$ cat src/rtl/fpcsr_pkg.sv
package fpcsr_pkg;
  localparam int EXC_N  = 6;
  localparam int CC_N   = 4;
  localparam int WORD_W = 16;
  localparam logic [WORD_W-1:0] CW_RESET = 16'h037F;

  localparam int SW_SUM_POS = 7;
  localparam int SW_C0_POS  = 8;
  localparam int SW_C1_POS  = 9;
  localparam int SW_C2_POS  = 10;
  localparam int SW_C3_POS  = 14;

  function automatic logic [WORD_W-1:0] pack_sw(
    input logic [EXC_N-1:0] flg,
    input logic             sum,
    input logic [CC_N-1:0]  cc
  );
    logic [WORD_W-1:0] w;
    w              = '0;
    w[EXC_N-1:0]   = flg;
    w[SW_SUM_POS]  = sum;
    w[SW_C0_POS]   = cc[0];
    w[SW_C1_POS]   = cc[1];
    w[SW_C2_POS]   = cc[2];
    w[SW_C3_POS]   = cc[3];
    return w;
  endfunction
endpackage

$ cat src/rtl/fpcsr_ctrl_word.sv
module fpcsr_ctrl_word #(
  parameter int                WORD_W  = 16,
  parameter int                MASK_N  = 6,
  parameter logic [WORD_W-1:0] CW_INIT = 16'h037F
) (
  input  logic              clk,
  input  logic              rst,
  input  logic              init_i,
  input  logic              wr_i,
  input  logic [WORD_W-1:0] wdata_i,
  output logic [MASK_N-1:0] mask_d_o,
  output logic [WORD_W-1:0] cw_q_o
);
  logic [WORD_W-1:0] cw_d;
  logic [WORD_W-1:0] cw_q;

  always_comb begin
    if (init_i)    cw_d = CW_INIT;
    else if (wr_i) cw_d = wdata_i;
    else           cw_d = cw_q;
  end

  always_ff @(posedge clk) begin
    if (rst) cw_q <= CW_INIT;
    else     cw_q <= cw_d;
  end

  assign mask_d_o = cw_d[MASK_N-1:0];
  assign cw_q_o   = cw_q;

  AST_INIT_LOADS_CW: assert property (@(posedge clk) disable iff (rst)
    init_i |=> (cw_q_o == CW_INIT));
  AST_CW_WRITE: assert property (@(posedge clk) disable iff (rst)
    (wr_i && !init_i) |=> (cw_q_o == $past(wdata_i)));
  AST_CW_HOLD: assert property (@(posedge clk) disable iff (rst)
    (!wr_i && !init_i) |=> $stable(cw_q_o));
endmodule

$ cat src/rtl/fpcsr_exc_flags.sv
module fpcsr_exc_flags #(
  parameter int EXC_N = 6
) (
  input  logic             clk,
  input  logic             rst,
  input  logic             init_i,
  input  logic             clr_i,
  input  logic [EXC_N-1:0] evt_i,
  input  logic [EXC_N-1:0] mask_i,
  output logic [EXC_N-1:0] flg_d_o,
  output logic [EXC_N-1:0] flg_q_o,
  output logic [EXC_N-1:0] auto_o
);
  logic [EXC_N-1:0] flg_q;
  logic [EXC_N-1:0] auto_q;

  for (genvar k = 0; k < EXC_N; k++) begin : g_exc
    logic nxt;
    always_comb begin
      if (init_i) nxt = 1'b0;
      else        nxt = (flg_q[k] & ~clr_i) | evt_i[k];
    end
    assign flg_d_o[k] = nxt;

    always_ff @(posedge clk) begin
      if (rst) begin
        flg_q[k]  <= 1'b0;
        auto_q[k] <= 1'b0;
      end else begin
        flg_q[k]  <= nxt;
        auto_q[k] <= ~init_i & evt_i[k] & mask_i[k];
      end
    end
  end

  assign flg_q_o = flg_q;
  assign auto_o  = auto_q;

  AST_FLAG_STICKY: assert property (@(posedge clk) disable iff (rst)
    (!init_i && !clr_i) |=> ((flg_q & $past(flg_q)) == $past(flg_q)));
  AST_EVT_SETS_FLAG: assert property (@(posedge clk) disable iff (rst)
    (!init_i) |=> ((flg_q & $past(evt_i)) == $past(evt_i)));
  AST_AUTO_ONLY_MASKED: assert property (@(posedge clk) disable iff (rst)
    1'b1 |=> ((auto_q & ~$past(mask_i)) == '0));
  AST_INIT_CLEARS_FLAGS: assert property (@(posedge clk) disable iff (rst)
    init_i |=> (flg_q == '0 && auto_q == '0));
endmodule

$ cat src/rtl/fpcsr_status_pack.sv
module fpcsr_status_pack
  import fpcsr_pkg::*;
#(
  parameter int FLAG_N = EXC_N,
  parameter int COND_N = CC_N
) (
  input  logic              clk,
  input  logic              rst,
  input  logic              init_i,
  input  logic              cc_wr_i,
  input  logic [COND_N-1:0] cc_i,
  input  logic [FLAG_N-1:0] flg_d_i,
  input  logic [FLAG_N-1:0] flg_q_i,
  input  logic [FLAG_N-1:0] mask_d_i,
  output logic [WORD_W-1:0] sw_o,
  output logic              irq_o
);
  logic [COND_N-1:0] cc_q;
  logic [COND_N-1:0] cc_d;
  logic              sum_q;
  logic              sum_d;

  always_comb begin
    if (init_i)       cc_d = '0;
    else if (cc_wr_i) cc_d = cc_i;
    else              cc_d = cc_q;
  end

  assign sum_d = |(flg_d_i & ~mask_d_i);

  always_ff @(posedge clk) begin
    if (rst) begin
      cc_q  <= '0;
      sum_q <= 1'b0;
    end else begin
      cc_q  <= cc_d;
      sum_q <= sum_d;
    end
  end

  assign sw_o  = pack_sw(flg_q_i, sum_q, cc_q);
  assign irq_o = sum_q;

  AST_CC_HOLD: assert property (@(posedge clk) disable iff (rst)
    (!init_i && !cc_wr_i) |=> $stable(cc_q));
  AST_CC_CAPTURE: assert property (@(posedge clk) disable iff (rst)
    (cc_wr_i && !init_i) |=> (cc_q == $past(cc_i)));
  AST_INIT_CLEARS_CC: assert property (@(posedge clk) disable iff (rst)
    init_i |=> (cc_q == '0 && !sum_q));
endmodule

$ cat src/rtl/fpcsr_top.sv
module fpcsr_top
  import fpcsr_pkg::*;
(
  input  logic              clk,
  input  logic              rst,
  input  logic              init_i,
  input  logic              cw_wr_i,
  input  logic [WORD_W-1:0] cw_wdata_i,
  input  logic [EXC_N-1:0]  exc_evt_i,
  input  logic              flag_clr_i,
  input  logic              cc_wr_i,
  input  logic [CC_N-1:0]   cc_i,
  output logic [WORD_W-1:0] cw_o,
  output logic [WORD_W-1:0] sw_o,
  output logic              irq_o,
  output logic [EXC_N-1:0]  auto_o
);
  logic [EXC_N-1:0]  mask_d;
  logic [WORD_W-1:0] cw_q;
  logic [EXC_N-1:0]  flg_d;
  logic [EXC_N-1:0]  flg_q;

  fpcsr_ctrl_word #(
    .WORD_W (WORD_W),
    .MASK_N (EXC_N),
    .CW_INIT(CW_RESET)
  ) u_cw (
    .clk     (clk),
    .rst     (rst),
    .init_i  (init_i),
    .wr_i    (cw_wr_i),
    .wdata_i (cw_wdata_i),
    .mask_d_o(mask_d),
    .cw_q_o  (cw_q)
  );

  fpcsr_exc_flags #(
    .EXC_N(EXC_N)
  ) u_flags (
    .clk    (clk),
    .rst    (rst),
    .init_i (init_i),
    .clr_i  (flag_clr_i),
    .evt_i  (exc_evt_i),
    .mask_i (cw_q[EXC_N-1:0]),
    .flg_d_o(flg_d),
    .flg_q_o(flg_q),
    .auto_o (auto_o)
  );

  fpcsr_status_pack #(
    .FLAG_N(EXC_N),
    .COND_N(CC_N)
  ) u_sw (
    .clk     (clk),
    .rst     (rst),
    .init_i  (init_i),
    .cc_wr_i (cc_wr_i),
    .cc_i    (cc_i),
    .flg_d_i (flg_d),
    .flg_q_i (flg_q),
    .mask_d_i(mask_d),
    .sw_o    (sw_o),
    .irq_o   (irq_o)
  );

  assign cw_o = cw_q;

  AST_IRQ_TRACKS_FLAGS: assert property (@(posedge clk) disable iff (rst)
    irq_o == (|(flg_q & ~cw_q[EXC_N-1:0])));
  AST_UNUSED_BITS_ZERO: assert property (@(posedge clk) disable iff (rst)
    (sw_o[15] == 1'b0 && sw_o[13:11] == 3'b000 && sw_o[6] == 1'b0));
endmodule

$ cat config.mk
export PLATFORM = sky130hd
export DESIGN_NAME = fpcsr_top
export DESIGN_NICKNAME = d
export VERILOG_FILES = /design/src/rtl/fpcsr_pkg.sv /design/src/rtl/fpcsr_ctrl_word.sv /design/src/rtl/fpcsr_exc_flags.sv /design/src/rtl/fpcsr_status_pack.sv /design/src/rtl/fpcsr_top.sv
export SDC_FILE = /design/constraint.sdc
export NUM_CORES = 1
export LEC_CHECK = 0
export ABC_AREA = 1
export ABC_CLOCK_PERIOD_IN_PS = 1000
export BUFFER_PORTS_ARGS = -buffer_cell sky130_fd_sc_hd__buf_2
export CAP_MARGIN = 20
export CORE_MARGIN = 3
export CORE_UTILIZATION = 35
export DETAILED_ROUTE_END_ITERATION = 8
export GPL_ROUTABILITY_DRIVEN = 0
export PLACE_DENSITY = 0.71
export SLEW_MARGIN = 20
export SYNTH_ARGS = -nofsm -noshare
export SYNTH_HDL_FRONTEND = slang
export SYNTH_HIERARCHICAL = 1
export SYNTH_SLANG_ARGS = --single-unit
$ cat constraint.sdc
create_clock -name clk -period 1 [get_ports clk]
set_input_delay 0.05 -clock clk [delete_from_list [all_inputs] [get_ports clk]]
set_output_delay 0.05 -clock clk [all_outputs]
set_load 0.02 [all_outputs]
==> qor.txt <==
Mean area per synthesized cell = 7.144 um2
EDFF count, synth = 0
I/O pin cnt = 71
Core box area = 0.004058 mm2
WL/cell = 10.65 um
Post-synthesis cell type count = 17
Async set-reset flop share out of synthesis = 0
Setup violators final = 0
Initial antenna violation count = 0
Clock skew = 0.004766 ns
Layout net count = 305
Final hold vios = 0
Clock transition at path regs = 0.07 ns
Outcome = completed
FMAX = 1031 MHz
CTS Sinks = 33
Via Count = 1,365
Share of layout cells above drive strength 1 = 0.3832
Synth Register Bits = 33
DR pass1 iterations = 4
Register area share after synthesis = 0.4404
DP Wirelength = 2557 um
Critical path arrival = 1.19 ns
DR iter-0 viols = 45
Initial Utilization = 0.3697
DR DRC count = 0
Max FO, Critical Path = 2
Routed wire length = 3451 um
Synth Instances = 210
Post-synth top area cell = dfxtp_1
Req. time, crit path = 1.22 ns
H-tree level count = 2
Pleak = 1.130 nW
Crit Path Class = flop to flop
Antenna violation net count after detailed routing = 0
Crit path max-delay family = flip-flops
CP Cell Sequence = nand2_1 > nand2_1 > nand2_2 > inv_2 > inv_2 > o21ai_2 > inv_1 > a21oi_2
Clk root buf = clkbuf_8
CP startpoint = u_flags/flg_q_o[4]$_SDFF_PP0_
Slowest CP cell = dfxtp_2
Most frequent cell after synthesis = nand2_1
Overall die height = 71.47 um
Post-route minimum period = 0.9696 ns
Synth area leaders = dfxtp_1 44%, nand2_1 16%, buf_4 11%
R2R Path Start = u_flags/flg_q_o[4]$_SDFF_PP0_
RSZ-0062 raised after global routing = true
Critical R2R Capture = u_sw/irq_o$_SDFF_PP0_
Clk buf depth = 2
Largest net degree at the start of global routing = 17
Fin area = 0.001994 mm2
Synth top cells by count = 64 x nand2_1, 33 x dfxtp_1, 28 x inv_1
Remaining Overflow, GRT = 0
Buf/Inv on CP = 3
Post-DP Area = 0.001769 mm2
Die area = 0.005108 mm2
Reg2Reg Setup Slack = 0.03 ns
Clock buffer count from CTS = 5
Site Rows = 23
Hold Path Class = input port to flop
Clk_lat worst skew = 0.28 ns
Hold path startpoint = cw_wdata_i[3]
Vias in the first global route = 1,286
Fillers = 429
ANT cells = 0
Max-cap violations = 0
Startpoint Class = flop
Endpoint type of the worst setup path = flop
Max stage delay on crit path = 0.33 ns
Total track usage = 0.1431
Ys flop type = dfxtp_1
Post-synth top area share = 0.4404
Worst VDD drop = 0.8771 mV
Synthesized area = 0.001500 mm2
Pins over their slew limit = 0
Total power draw = 3.370 mW
Global-route wire length before repair = 5713 um
Vias per inst = 4.213
Reg2Reg Depth = 8
Worst hold stages = 3
Chip width = 71.47 um
PortBufs = 65
Pwr dens = 1690 mW/mm2
Layout area overhead = 32.94%
Hold EP = u_cw/cw_q_o[3]$_SDFF_PP1_
Final Cycle Share = 0.9696
Yosys warnings = 6
CTS tree = built
-- power by group --
part	switching (mW)	internal [mW]	total, mW
Clock	0.492	0.990	1.48
Sequential	0.0257	1.37	1.40
Combinational	0.298	0.192	0.490
Total	0.815	2.55	3.37
-- repair_timing --
action | CTS | global route
buffers inserted | 0 | 2
gates resized for setup | 0 | 15
endpoints found under the setup margin | 0 | 1
hold buffers | 6 | 0
hold endpoints to repair | 6 | 0
-- cell type report --
| cell class | count | area, um2 | area share |
|---|---|---|---|
| Clock buffer | 5 | 68.82 | 0.03450 |
| Clock inverter | 3 | 65.06 | 0.03262 |
| Inverter | 31 | 116.4 | 0.05834 |
| Multi-Input combinational cell | 126 | 569.3 | 0.2854 |
| Sequential cell | 33 | 666.9 | 0.3344 |
| Tap cell | 50 | 62.56 | 0.03137 |
| Timing Repair Buffer | 76 | 445.4 | 0.2233 |
-- how the worst max path moves through the flow --
stage | endpoint | slack, ns | cells past startpoint
floorplan | u_sw/irq_o$_SDFF_PP0_ | 0.02 | 7
global placement | u_sw/irq_o$_SDFF_PP0_ | 0.05 | 8
detailed placement | u_sw/irq_o$_SDFF_PP0_ | 0.03 | 8
CTS | u_sw/irq_o$_SDFF_PP0_ | 0.003 | 9
global route | u_sw/irq_o$_SDFF_PP0_ | -0.05 | 8
finish | u_sw/irq_o$_SDFF_PP0_ | 0.03 | 8
-- flip-flops by register name, indices dropped and copies added (netlist names) --
register	count
u_cw/cw_q_o	16
u_flags/auto_o	6
u_flags/flg_q_o	6
u_sw/cc_q	4
u_sw/irq_o	1
-- cells by family after synthesis --
| logic type | count (synthesis) | synth area share |
|---|---|---|
| AO/OA/AOI/OAI | 6 | 0.03002 |
| AND/OR/NAND/NOR | 115 | 0.3219 |
| other | 1 | 0.002500 |
| flip-flops | 33 | 0.4404 |
| buffers and inverters | 55 | 0.2052 |
-- layer usage --
| layer | vias to the layer above | track usage | wire length, um |
|---|---|---|---|
| met3 | 6 | 0.04909 | 277 |
| met2 | 49 | 0.2276 | 1593 |
| li1 | 725 | - | - |
| met4 | 0 | 0.06681 | 80 |
| met1 | 585 | 0.1735 | 1500 |
| met5 | - | 0 | 0 |
-- layout by cell type, fill, tap and decap left out, types with 3 or more instances in the layout --
| cell | n |
|---|---|
| a21oi_2 | 5 |
| buf_2 | 62 |
| buf_4 | 7 |
| clkbuf_8 | 5 |
| conb_1 | 5 |
| dfxtp_1 | 28 |
| dfxtp_2 | 5 |
| dlygate4sd3_1 | 5 |
| inv_1 | 26 |
| inv_2 | 5 |
| nand2_1 | 61 |
| nand2_2 | 4 |
| nand3_1 | 19 |
| nor2_1 | 24 |
| nor2_2 | 3 |
-- worst reg2reg max path: cells and delay by family, from the launching register on --
kind	cells	cell delay, ns
flops	1	0.33
buf+inv	3	0.15
simple gates	3	0.17
compound gates	2	0.25
-- stage by stage --
step	hold slack [ns]	TNS [ns]	util	setup WS [ns]	instances
after CTS	0.003890	0	0.4838	0.003100	325
after global placement	0.2594	0	0.4360	0.04838	311
final	0.007719	0	0.4915	0.03038	324
after detailed placement	0.2747	0	0.4360	0.02941	311
after global routing	0.01306	-0.04867	0.4915	-0.04867	324
after floorplan	0.1169	0	-	0.02205	214
Power figures use the tool's default switching activity.
